<file path="config.mk">
export PLATFORM = sky130hd
export DESIGN_NAME = prio_irq_eval
export DESIGN_NICKNAME = d
export VERILOG_FILES = /design/src/rtl/prio_irq_eval.sv
export SDC_FILE = /design/constraint.sdc
export NUM_CORES = 1
export LEC_CHECK = 0
export BUFFER_PORTS_ARGS = -buffer_cell sky130_fd_sc_hd__buf_4
export CORE_MARGIN = 5
export CORE_UTILIZATION = 47
export DETAILED_ROUTE_END_ITERATION = 12
export GPL_ROUTABILITY_DRIVEN = 0
export GPL_TIMING_DRIVEN = 1
export PLACE_DENSITY = 0.79
export SYNTH_ARGS = -nofsm -noshare
export SYNTH_HDL_FRONTEND = slang
export SYNTH_SLANG_ARGS = --single-unit
</file>
<file path="constraint.sdc">
create_clock -name clk -period 7.1 [get_ports clk]
set_input_delay 0.71 -clock clk [delete_from_list [all_inputs] [get_ports clk]]
set_output_delay 0.71 -clock clk [all_outputs]
set_load 0.005 [all_outputs]
</file>
<file path="src/rtl/prio_irq_eval.sv">
module prio_irq_eval #(
  parameter int NSLOT      = 16,
  parameter int NHWL       = 4,
  parameter int LW         = 5,
  parameter int VW         = 16,
  parameter int SW_MAX     = 15,
  parameter int HW_MIN     = 'h14,
  parameter int LVL_CON    = 'h14,
  parameter int LVL_TMR    = 'h18,
  parameter int LVL_CRD    = 'h1A,
  parameter int LVL_MEM    = 'h1D,
  parameter int LVL_HALT   = 'h1F,
  parameter int VEC_NX     = 'h100,
  parameter int VEC_MEM    = 'h060,
  parameter int VEC_CRD    = 'h054,
  parameter int VEC_TMR    = 'h0C0,
  parameter int VEC_TTI    = 'h0F8,
  parameter int VEC_TTO    = 'h0FC,
  parameter int VEC_CSI    = 'h0F0
) (
  input  logic                  clk,
  input  logic                  rst_n,
  input  logic [LW-1:0]         cur_ipl,
  input  logic                  halt_req,
  input  logic                  mem_err_set,
  input  logic                  crd_err_set,
  input  logic                  tmr_set,
  input  logic [NHWL*NSLOT-1:0] nx_set,
  input  logic                  con_in_set,
  input  logic                  con_out_set,
  input  logic                  con_stor_set,
  input  logic [SW_MAX-1:0]     sw_req,
  input  logic                  ack_valid,
  input  logic [LW-1:0]         ack_lvl,
  output logic [LW-1:0]         irq_lvl,
  output logic                  ack_done,
  output logic [VW-1:0]         ack_vec,
  output logic                  ack_err
);
  localparam int HW_MAX = HW_MIN + NHWL - 1;

  logic             mem_q, crd_q, tmr_q;
  logic [2:0]       con_q;
  logic [NSLOT-1:0] nx_q   [NHWL];
  logic [NSLOT-1:0] nx_clr [NHWL];
  logic             mem_clr, crd_clr, tmr_clr;
  logic [2:0]       con_clr;
  logic [VW-1:0]    vec_d;
  logic             err_d;

  always_comb begin
    int c;
    int lvl;
    logic found, stop;
    c = int'(cur_ipl);
    lvl = 0;
    found = 1'b0;
    stop = 1'b0;
    if (halt_req)
      lvl = LVL_HALT;
    else if (mem_q && c < LVL_MEM)
      lvl = LVL_MEM;
    else if (crd_q && c < LVL_CRD)
      lvl = LVL_CRD;
    else if (tmr_q && c < LVL_TMR)
      lvl = LVL_TMR;
    else begin
      for (int i = NHWL - 1; i >= 0; i--) begin
        if (!found && !stop) begin
          if (HW_MIN + i <= c)
            stop = 1'b1;
          else if (|nx_q[i]) begin
            lvl = HW_MIN + i;
            found = 1'b1;
          end
        end
      end
      if (!found && !stop) begin
        if ((|con_q) && c < LVL_CON)
          lvl = LVL_CON;
        else if (c < SW_MAX)
          for (int n = 1; n <= SW_MAX; n++)
            if (n > c && sw_req[n-1]) lvl = n;
      end
    end
    irq_lvl = LW'(lvl);
  end

  always_comb begin
    int a;
    int v;
    int slo;
    logic hit;
    logic [NSLOT-1:0] sel;
    a = int'(ack_lvl);
    v = 0;
    slo = 0;
    hit = 1'b0;
    sel = '0;
    err_d = 1'b0;
    mem_clr = 1'b0;
    crd_clr = 1'b0;
    tmr_clr = 1'b0;
    con_clr = 3'b000;
    for (int i = 0; i < NHWL; i++) nx_clr[i] = '0;
    if (ack_valid) begin
      if (a == LVL_MEM) begin
        mem_clr = 1'b1;
        v = VEC_MEM;
      end else if (a == LVL_CRD) begin
        crd_clr = 1'b1;
        v = VEC_CRD;
      end else if (a == LVL_TMR) begin
        tmr_clr = 1'b1;
        v = VEC_TMR;
      end else if (a > HW_MAX) begin
        err_d = 1'b1;
      end else begin
        for (int i = 0; i < NHWL; i++)
          if (a == HW_MIN + i) sel = nx_q[i];
        if (|sel) begin
          for (int s = NSLOT - 1; s >= 0; s--)
            if (sel[s]) slo = s;
          for (int i = 0; i < NHWL; i++)
            if (a == HW_MIN + i) nx_clr[i][slo] = 1'b1;
          v = VEC_NX + (a - HW_MIN) * 'h40 + slo * 4;
          hit = 1'b1;
        end
        if (!hit && a == LVL_CON) begin
          if (con_q[0]) begin
            con_clr[0] = 1'b1;
            v = VEC_TTI;
          end else if (con_q[1]) begin
            con_clr[1] = 1'b1;
            v = VEC_TTO;
          end else if (con_q[2]) begin
            con_clr[2] = 1'b1;
            v = VEC_CSI;
          end
        end
      end
    end
    vec_d = VW'(v);
  end

  always_ff @(posedge clk) begin
    if (!rst_n) begin
      mem_q    <= 1'b0;
      crd_q    <= 1'b0;
      tmr_q    <= 1'b0;
      con_q    <= 3'b000;
      for (int i = 0; i < NHWL; i++) nx_q[i] <= '0;
      ack_done <= 1'b0;
      ack_vec  <= '0;
      ack_err  <= 1'b0;
    end else begin
      mem_q    <= mem_err_set | (mem_q & ~mem_clr);
      crd_q    <= crd_err_set | (crd_q & ~crd_clr);
      tmr_q    <= tmr_set | (tmr_q & ~tmr_clr);
      con_q    <= {con_stor_set, con_out_set, con_in_set} | (con_q & ~con_clr);
      for (int i = 0; i < NHWL; i++)
        nx_q[i] <= nx_set[i*NSLOT +: NSLOT] | (nx_q[i] & ~nx_clr[i]);
      ack_done <= ack_valid;
      ack_vec  <= vec_d;
      ack_err  <= err_d;
    end
  end
endmodule

</file>
==> results of run 1 <==
-- stage by stage --
stage               worst slack [ns]  total power (W)  util (%)
CTS                             3.10          0.00107      58.2
floorplan                       3.59         0.000663         -
finish                          2.91          0.00107      58.2
global route                    2.78          0.00113      58.2
global placement                2.87         0.000758      56.5
detailed placement              2.70         0.000766      56.5
-- area by class of cell --
type                            instances  area [um^2]  area share [%]
Inverter                               30          113            1.90
Multi-Input combinational cell        509         2900            49.0
Sequential cell                        83         1660            28.0
Clock inverter                          4         26.3           0.444
Timing Repair Buffer                  121          908            15.3
Tap cell                              136          170            2.87
Clock buffer                           12          145            2.45
-- logic make-up (layout without fill, tap and decap cells) --
group | Yosys count | in the layout | share of synthesized area, %
xor gates and xnor gates | 2 | 2 | 0.363
other | 1 | 3 | 0.0776
DFF | 83 | 83 | 34.4
muxes | 18 | 18 | 3.73
AOI/OAI and AO/OA | 237 | 237 | 28.9
and+or+nand+nor | 245 | 245 | 25.8
adders and majority gates | 4 | 4 | 1.04
buffers and inverters | 63 | 167 | 5.75
-- sequential cells by signal, indices dropped and copies added, names as in the netlist --
register,flops
mem_q,1
nx_q,64
ack_done,1
con_q,3
tmr_q,1
ack_err,1
ack_vec,11
crd_q,1
-- per-layer routing --
layer / global-route usage [%] / share of wire, % / vias up
li1: - / - / 2571
met1: 30.8 / 41 / 2484
met2: 40.0 / 46 / 336
met3: 6.14 / 9.9 / 53
met4: 11.2 / 3.7 / 0
met5: 0 / 0 / -
-- worst max-delay path, stage by stage --
cell and delay (ns):
sky130_fd_sc_hd__buf_4 0.13, sky130_fd_sc_hd__inv_1 0.11, sky130_fd_sc_hd__ha_1 0.37, sky130_fd_sc_hd__nand4_1 0.57, sky130_fd_sc_hd__o22a_1 0.43, sky130_fd_sc_hd__or4_1 0.66
sky130_fd_sc_hd__nor4_1 0.90, sky130_fd_sc_hd__nand2_1 0.26, sky130_fd_sc_hd__nor2_1 0.18, sky130_fd_sc_hd__a21oi_1 0.08
-- cell usage in the layout (no fill, tap or decap), types with 3 or more instances in the layout --
cell type                  Yosys  routed
sky130_fd_sc_hd__a211oi_1      6       6
sky130_fd_sc_hd__a21o_1        5       5
sky130_fd_sc_hd__a21oi_1      77      77
sky130_fd_sc_hd__a31oi_1      23      23
sky130_fd_sc_hd__and2_1        7       7
sky130_fd_sc_hd__and3_1        6       6
sky130_fd_sc_hd__buf_4         8     121
sky130_fd_sc_hd__clkbuf_8      0      10
sky130_fd_sc_hd__conb_1        1       3
sky130_fd_sc_hd__dfxtp_1      83      83
sky130_fd_sc_hd__ha_1          4       4
sky130_fd_sc_hd__inv_1        30      30
sky130_fd_sc_hd__mux2i_1      18      18
sky130_fd_sc_hd__nand2_1      56      56
sky130_fd_sc_hd__nand2b_1     10      10
sky130_fd_sc_hd__nand3_1      14      14
sky130_fd_sc_hd__nand4_1       8       8
sky130_fd_sc_hd__nor2_1       66      66
sky130_fd_sc_hd__nor2b_1      25      25
sky130_fd_sc_hd__nor3_1       11      11
sky130_fd_sc_hd__nor3b_1       5       5
sky130_fd_sc_hd__nor4_1       19      19
sky130_fd_sc_hd__o211ai_1      6       6
sky130_fd_sc_hd__o21a_1        7       7
sky130_fd_sc_hd__o21ai_0      69      68
sky130_fd_sc_hd__o21ai_1       3       4
sky130_fd_sc_hd__o22a_1        6       6
sky130_fd_sc_hd__o22ai_1      13      13
sky130_fd_sc_hd__o31a_1        3       3
sky130_fd_sc_hd__or2_2         6       6
-- worst min path at each step --
stage	to	slack, ns	cells past startpoint
final	con_q[1]	0.54	2
after global routing	con_q[1]	0.54	2
after CTS	con_q[1]	0.53	2
after global placement	nx_q[0][1]	0.51	2
after floorplan	nx_q[3][4]	0.49	2
after detailed placement	nx_q[0][1]	0.53	2
-- Yosys cell counts, types with 2 or more instances --
| cell | count | share of area, % |
|---|---|---|
| sky130_fd_sc_hd__ha_1 | 4 | 1.0 |
| sky130_fd_sc_hd__o31ai_1 | 2 | 0.31 |
| sky130_fd_sc_hd__nand3_1 | 14 | 1.5 |
| sky130_fd_sc_hd__o31a_1 | 3 | 0.54 |
| sky130_fd_sc_hd__clkbuf_1 | 20 | 1.6 |
| sky130_fd_sc_hd__nand2b_1 | 10 | 1.3 |
| sky130_fd_sc_hd__nor4_1 | 19 | 2.5 |
| sky130_fd_sc_hd__o22ai_1 | 13 | 1.7 |
| sky130_fd_sc_hd__a211oi_1 | 6 | 0.93 |
| sky130_fd_sc_hd__o22a_1 | 6 | 1.1 |
| sky130_fd_sc_hd__buf_4 | 8 | 1.2 |
| sky130_fd_sc_hd__o21a_1 | 7 | 1.1 |
| sky130_fd_sc_hd__mux2i_1 | 18 | 3.7 |
| sky130_fd_sc_hd__and2_1 | 7 | 0.91 |
| sky130_fd_sc_hd__xnor2_1 | 2 | 0.36 |
| sky130_fd_sc_hd__a31oi_1 | 23 | 3.0 |
| sky130_fd_sc_hd__nor3b_1 | 5 | 0.78 |
| sky130_fd_sc_hd__a21oi_1 | 77 | 8.0 |
| sky130_fd_sc_hd__a31o_2 | 2 | 0.36 |
| sky130_fd_sc_hd__nand2_1 | 56 | 4.4 |
| sky130_fd_sc_hd__o21ai_1 | 3 | 0.31 |
| sky130_fd_sc_hd__dfxtp_1 | 83 | 34 |
| sky130_fd_sc_hd__nor3_1 | 11 | 1.1 |
| sky130_fd_sc_hd__inv_1 | 30 | 2.3 |
| sky130_fd_sc_hd__buf_2 | 3 | 0.31 |
| sky130_fd_sc_hd__o32ai_1 | 2 | 0.36 |
| sky130_fd_sc_hd__nand4_1 | 8 | 1.0 |
| sky130_fd_sc_hd__nor2_1 | 66 | 5.1 |
| sky130_fd_sc_hd__nor2b_1 | 25 | 3.2 |
| sky130_fd_sc_hd__o211ai_1 | 6 | 0.93 |
| sky130_fd_sc_hd__or2_2 | 6 | 0.78 |
| sky130_fd_sc_hd__o21ai_0 | 69 | 7.1 |
| sky130_fd_sc_hd__a21o_1 | 5 | 0.78 |
| sky130_fd_sc_hd__o2111ai_1 | 2 | 0.36 |
| sky130_fd_sc_hd__and3_1 | 6 | 0.78 |
-- where the power goes --
group          internal (W)  leakage, nW  switching (W)
Clock              0.000136       0.0863       0.000176
Combinational      0.000106         1.72       0.000130
Sequential         0.000498        0.693      0.0000284
Total              0.000740         2.50       0.000334
==> tab_implementation.tex, run 1 <==
\begin{tabular}{lr}
\hline
Metric & Value \\
\hline
\multicolumn{2}{l}{\textbf{Outcome}} \\
Outcome & finished clean \\
\multicolumn{2}{l}{\textbf{Yosys}} \\
Synthesized area per cell & 7.40 um\^{}2 \\
Async set or reset register ratio after synthesis & 0\% \\
Portion of the post-synthesis area used by sequential elements & 34.4\% \\
Count of synthesis-stage warnings from yosys & 0 \\
Post-synthesis cell count & 653 \\
Synth unique cells & 61 \\
Leading register cell type out of synthesis & sky130\_fd\_sc\_hd\_\_dfxtp\_1 \\
Number of enable-type register cells in the synthesized netlist & 0 \\
Post-synthesis sequential element count & 83 \\
Mapped Area & 4830 um\^{}2 \\
\multicolumn{2}{l}{\textbf{Global routing}} \\
Total global routing track utilization & 24.6\% \\
Congestion Overflow GR & 0 \\
Number of antenna violations at the first check in global routing & 0 \\
Largest net degree at the start of global routing & 74 \\
Global-route wire length before repair & 25300 um \\
Via count of the first global-routing pass & 5122 \\
\multicolumn{2}{l}{\textbf{Clock network}} \\
Clock H-tree levels & 3 \\
Clock transition at the registers of the reported paths & 0.09 ns \\
Total clock buffers created by CTS & 9 \\
Maximum number of buffers from clock root to sink & 2 \\
Post-CTS sizing & 0 \\
Count of hold buffers inserted by post-cts repair & 0 \\
TritonCTS clock tree & done \\
CTS sink count & 83 \\
Clk root buf & sky130\_fd\_sc\_hd\_\_clkbuf\_8 \\
Insertion delay to the later sink of the worst-skew pair & 0.37 ns \\
Post CTS Setup Buffer Count & 0 \\
\multicolumn{2}{l}{\textbf{Route}} \\
Total DRC errors in the routed layout & 0 \\
Number of DRC markers after the initial detailed-route iteration & 699 \\
Average wire length per cell after detail routing & 17.5 um \\
Final wirelength & 15600 um \\
Count of vias placed by the detailed router & 5444 \\
Iteration count of the initial detailed-routing pass & 6 \\
Antenna violation net count after detailed routing & 0 \\
Vias per inst & 6.08 \\
\multicolumn{2}{l}{\textbf{Finish}} \\
Diodes inserted & 0 \\
Synthesis-to-finish area growth & 22.6\% \\
Finished Cell Area & 5920 um\^{}2 \\
Post-route insts no fill & 895 \\
Share of layout cells above drive strength 1 & 19.5\% \\
Final Net Count & 857 \\
Fill cell total of the finished layout & 948 \\
\multicolumn{2}{l}{\textbf{Power}} \\
Highest ir drop seen on vdd & 0.126 mV \\
Total power density per cell area & 181 nW/um\^{}2 \\
Lkg Pwr & 2.50 nW \\
\multicolumn{2}{l}{\textbf{Timing}} \\
Sum of negative setup slack & 0 ns \\
Upper clock frequency limit & 0.239 GHz \\
Worst Hold Slack & 0.538 ns \\
Hold Vio Cnt, Final & 0 \\
Finish-stage setup viols & 0 \\
Minimum period implied by the final worst setup slack & 4.19 ns \\
Max-slew violation count & 0 \\
Unrepaired setup endpoints after global routing & false \\
Measured slew at the worst slew-check pin & 1.23 ns \\
Share of the clock period used by the worst path after layout & 59.0\% \\
Worst clock skew & 0.0119 ns \\
Max-Slew Margin vs Limit & 17.7\% \\
\multicolumn{2}{l}{\textbf{Die}} \\
Area of the core & 10200 um\^{}2 \\
Die outline width & 111 um \\
Number of cell rows & 37 \\
Die outline area & 12400 um\^{}2 \\
Top-level I/O count & 122 \\
Vertical extent of the die & 111 um \\
Initial cell density of the core & 47.4\% \\
\multicolumn{2}{l}{\textbf{Worst setup path}} \\
Depth of the most critical reg-to-reg path & 8 \\
Largest fanout on the critical path & 15 \\
Critical path arrival & 4.40 ns \\
CP Capture Type & register \\
Critical Path Source Type & input port \\
Reg2reg start & nx\_q[1][9] \\
R2R Path End & nx\_q[2][13] \\
Launch point of the worst path & ack\_lvl[3] \\
Capturing element of the worst setup path & nx\_q[2][13] \\
Worst reg-to-reg setup slack & 4.06 ns \\
Setup Crit Path Kind & input port to register \\
Required arrival time at the worst endpoint & 7.31 ns \\
\multicolumn{2}{l}{\textbf{Place}} \\
Placed cell areas & 5750 um\^{}2 \\
Input/output buffers & 119 \\
Half-perimeter wire length after placement & 12000 um \\
Post-placement cell count & 879 \\
\multicolumn{2}{l}{\textbf{Job}} \\
\# Max-Cap Violations & 0 \\
\multicolumn{2}{l}{\textbf{Worst hold path}} \\
Class of the worst hold path & input port to register \\
Hold Startpoint & con\_out\_set \\
\hline
\end{tabular}
(Power assumes the default switching activity.)
==> run 2, diff against run 1 <==
- clock period: 7.1 -> 4.4 ns (I/O delays scaled with it)
==> run 2 against run 1 <==
Core utilization grew 0.52 points. Wire length grew 0.65%. Clock power grew 70%. First-iteration DRC count grew 3.1%. Clock-buffer cell count is the same. Design area grew 0.89%. Via count grew 1.1%. Worst setup slack lost 2.0 ns.
==> tab_implementation.tex, run 2 (synthesis gave the netlist of run 1 again) <==
\begin{tabular}{lr}
\hline
Metric & Value \\
\hline
\multicolumn{2}{l}{\textbf{Outcome}} \\
Outcome & finished clean \\
\multicolumn{2}{l}{\textbf{Timing}} \\
Unrepaired setup endpoints after global routing & false \\
Upper clock frequency limit & 0.286 GHz \\
Sum of negative setup slack & 0 ns (unchanged) \\
Max-slew violation count & 0 (unchanged) \\
Measured slew at the worst slew-check pin & 0.804 ns (-0.421 ns) \\
Max-Slew Margin vs Limit & 46.0\% (+28 points) \\
Worst clock skew & 0.0138 ns (+0.00194 ns) \\
Finish-stage setup viols & 0 (unchanged) \\
Hold Vio Cnt, Final & 0 (unchanged) \\
Share of the clock period used by the worst path after layout & 79.5\% \\
Minimum period implied by the final worst setup slack & 3.50 ns \\
\multicolumn{2}{l}{\textbf{Clock network}} \\
Insertion delay to the later sink of the worst-skew pair & 0.35 ns (-0.02 ns) \\
Maximum number of buffers from clock root to sink & 2 (unchanged) \\
TritonCTS clock tree & done \\
CTS sink count & 83 (unchanged) \\
Post-CTS sizing & 0 (unchanged) \\
Clk root buf & sky130\_fd\_sc\_hd\_\_clkbuf\_8 \\
Total clock buffers created by CTS & 9 (unchanged) \\
Clock H-tree levels & 3 (unchanged) \\
Post CTS Setup Buffer Count & 0 (unchanged) \\
Clock transition at the registers of the reported paths & 0.08 ns (about the same) \\
Count of hold buffers inserted by post-cts repair & 0 (unchanged) \\
\multicolumn{2}{l}{\textbf{Worst hold path}} \\
Class of the worst hold path & input port to register \\
\multicolumn{2}{l}{\textbf{Finish}} \\
Most common cell after layout, fill and taps aside & sky130\_fd\_sc\_hd\_\_buf\_4 \\
Final Net Count & 862 (+0.58\%) \\
Finished Cell Area & 5980 um\^{}2 (+0.89\%) \\
Synthesis-to-finish area growth & 23.7\% \\
Registers with the highest flip-flop counts & nx\_q x64, ack\_vec x11, con\_q x3 \\
Final design utilization & 58.7\% (+0.52 points) \\
Diodes inserted & 0 (unchanged) \\
Top library cells by usage in the layout, fill and taps aside & sky130\_fd\_sc\_hd\_\_buf\_4 (126), sky130\_fd\_sc\_hd\_\_dfxtp\_1 (83), sky130\_fd\_sc\_hd\_\_a21oi\_1 (77), sky130\_fd\_sc\_hd\_\_o21ai\_0 (69), sky130\_fd\_sc\_hd\_\_nor2\_1 (66) \\
Flip-flop count of the largest register, all copies and words added & 64 (unchanged) \\
Share of layout cells above drive strength 1 & 19.9\% (+0.40 points) \\
Largest register by flop count & nx\_q \\
\multicolumn{2}{l}{\textbf{Route}} \\
Iteration count of the initial detailed-routing pass & 6 (unchanged) \\
Count of vias placed by the detailed router & 5505 (+1.1\%) \\
Number of DRC markers after the initial detailed-route iteration & 721 (+3.1\%) \\
Total DRC errors in the routed layout & 0 (unchanged) \\
Average wire length per cell after detail routing & 17.5 um (about the same) \\
Antenna violation net count after detailed routing & 0 (unchanged) \\
Final wirelength & 15700 um (+0.65\%) \\
Vias per inst & 6.12 (+0.56\%) \\
\multicolumn{2}{l}{\textbf{Power}} \\
Int Pwr & 0.00124 W (+68\%) \\
Total power density per cell area & 295 nW/um\^{}2 (+63\%) \\
Lkg Pwr & 2.53 nW (+1.2\%) \\
Sequential group share of total power & 48.1\% (-0.9 points) \\
Switching power as a share of total power & 29.7\% (-1.4 points) \\
Fraction of power consumed by combinational cells & 21.9\% (about the same) \\
Highest ir drop seen on vdd & 0.184 mV (+46\%) \\
Net switching power & 0.000525 W (+57\%) \\
Clock Power Share & 30.0\% (+0.9 points) \\
\multicolumn{2}{l}{\textbf{Die}} \\
Initial cell density of the core & 47.4\% (unchanged) \\
Vertical extent of the die & 111 um (unchanged) \\
Top-level I/O count & 122 (unchanged) \\
Die outline area & 12400 um\^{}2 (unchanged) \\
Area of the core & 10200 um\^{}2 (unchanged) \\
Number of cell rows & 37 (unchanged) \\
Die outline width & 111 um (unchanged) \\
\multicolumn{2}{l}{\textbf{Worst setup path}} \\
Setup Crit Path Kind & input port to register \\
Largest fanout on the critical path & 9 (-6) \\
Required arrival time at the worst endpoint & 4.65 ns (-2.66 ns) \\
Critical Path Source Type & input port \\
Critical path arrival & 3.74 ns (-0.66 ns) \\
CP Capture Type & register \\
\multicolumn{2}{l}{\textbf{Job}} \\
\# Max-Cap Violations & 0 (unchanged) \\
\multicolumn{2}{l}{\textbf{Global routing}} \\
Largest net degree at the start of global routing & 74 (unchanged) \\
Via count of the first global-routing pass & 5249 (+2.5\%) \\
Number of antenna violations at the first check in global routing & 0 (unchanged) \\
GRT Max-Usage Layer & met2 \\
Congestion Overflow GR & 0 (unchanged) \\
Total global routing track utilization & 24.8\% (+0.26 points) \\
Global Route met3 Usage & 5.71\% (-0.43 points) \\
Global-route track usage on met1 & 32.0\% (+1.2 points) \\
Global-route wire length before repair & 25800 um (+2.0\%) \\
GRT met2 Usage & 40.9\% (+0.97 points) \\
\multicolumn{2}{l}{\textbf{Place}} \\
Placed cell areas & 5790 um\^{}2 (+0.65\%) \\
Input/output buffers & 119 (unchanged) \\
Half-perimeter wire length after placement & 12100 um (+0.95\%) \\
\hline
\end{tabular}
## run 2: cell count changes in the layout (fill, tap and decap cells not counted)
cell                        change
sky130_fd_sc_hd__clkinv_2       -1
sky130_fd_sc_hd__clkbuf_1       +1
sky130_fd_sc_hd__clkbuf_8       -1
sky130_fd_sc_hd__o21ai_1        -1
sky130_fd_sc_hd__bufinv_16      +1
sky130_fd_sc_hd__o21ai_0        +1
sky130_fd_sc_hd__buf_4          +5
## run 2: power groups by stage
stage	logic, W	registers, W	clock network, W
after global routing	0.000422	0.000855	0.000571
after global placement	0.000366	0.000863	0
final	0.000386	0.000850	0.000529
after floorplan	0.000222	0.000848	0
after detailed placement	0.000377	0.000865	0
after CTS	0.000379	0.000847	0.000539
## run 2: area by class of cell
type                       count  area, um^2
clock buffer                  12         135
clock inverter                 4        51.3
fill                         940        4210
inverter                      30         113
multi-input combinational    509        2900
sequential                    83        1660
tap                          136         170
timing repair buffer         126         946
## run 2: routing by layer
layer / routed length [um] / share of wire (%) / up-vias
met5: 0 / 0 / -
met4: 490 / 3.1 / 0
met3: 1610 / 10 / 60
met2: 7260 / 46 / 322
met1: 6360 / 40 / 2547
li1: - / - / 2576
## run 2: critical path: stages
cell	delay, ns
sky130_fd_sc_hd__buf_4	0.13
sky130_fd_sc_hd__inv_1	0.11
sky130_fd_sc_hd__ha_1	0.39
sky130_fd_sc_hd__nand4_1	0.35
sky130_fd_sc_hd__o22a_1	0.35
sky130_fd_sc_hd__or4_1	0.66
sky130_fd_sc_hd__or4b_4	0.62
sky130_fd_sc_hd__or2_1	0.27
sky130_fd_sc_hd__o31a_1	0.26
sky130_fd_sc_hd__o21a_1	0.17
## run 2: path summary, 6_finish.rpt
kind,start,endpoint,slack [ns],cells past startpoint
worst max-delay path,ack_lvl[3],con_q[2],0.90,10
worst min-delay path,con_out_set,con_q[1],0.30,2
worst max register to register,nx_q[1][9],con_q[2],1.51,8
worst min register to register,nx_q[0][4],nx_q[0][4],0.55,2
## run 2: per-stage QoR
stage               hold WS [ns]  std cells  worst slack [ns]  power, W
global placement           0.515        884             0.774   0.00123
floorplan                  0.487        655              1.16   0.00107
detailed placement         0.532        884             0.621   0.00124
global route               0.300        900             0.712   0.00185
finish                     0.301        900             0.903   0.00177
CTS                        0.291        900             0.963   0.00177
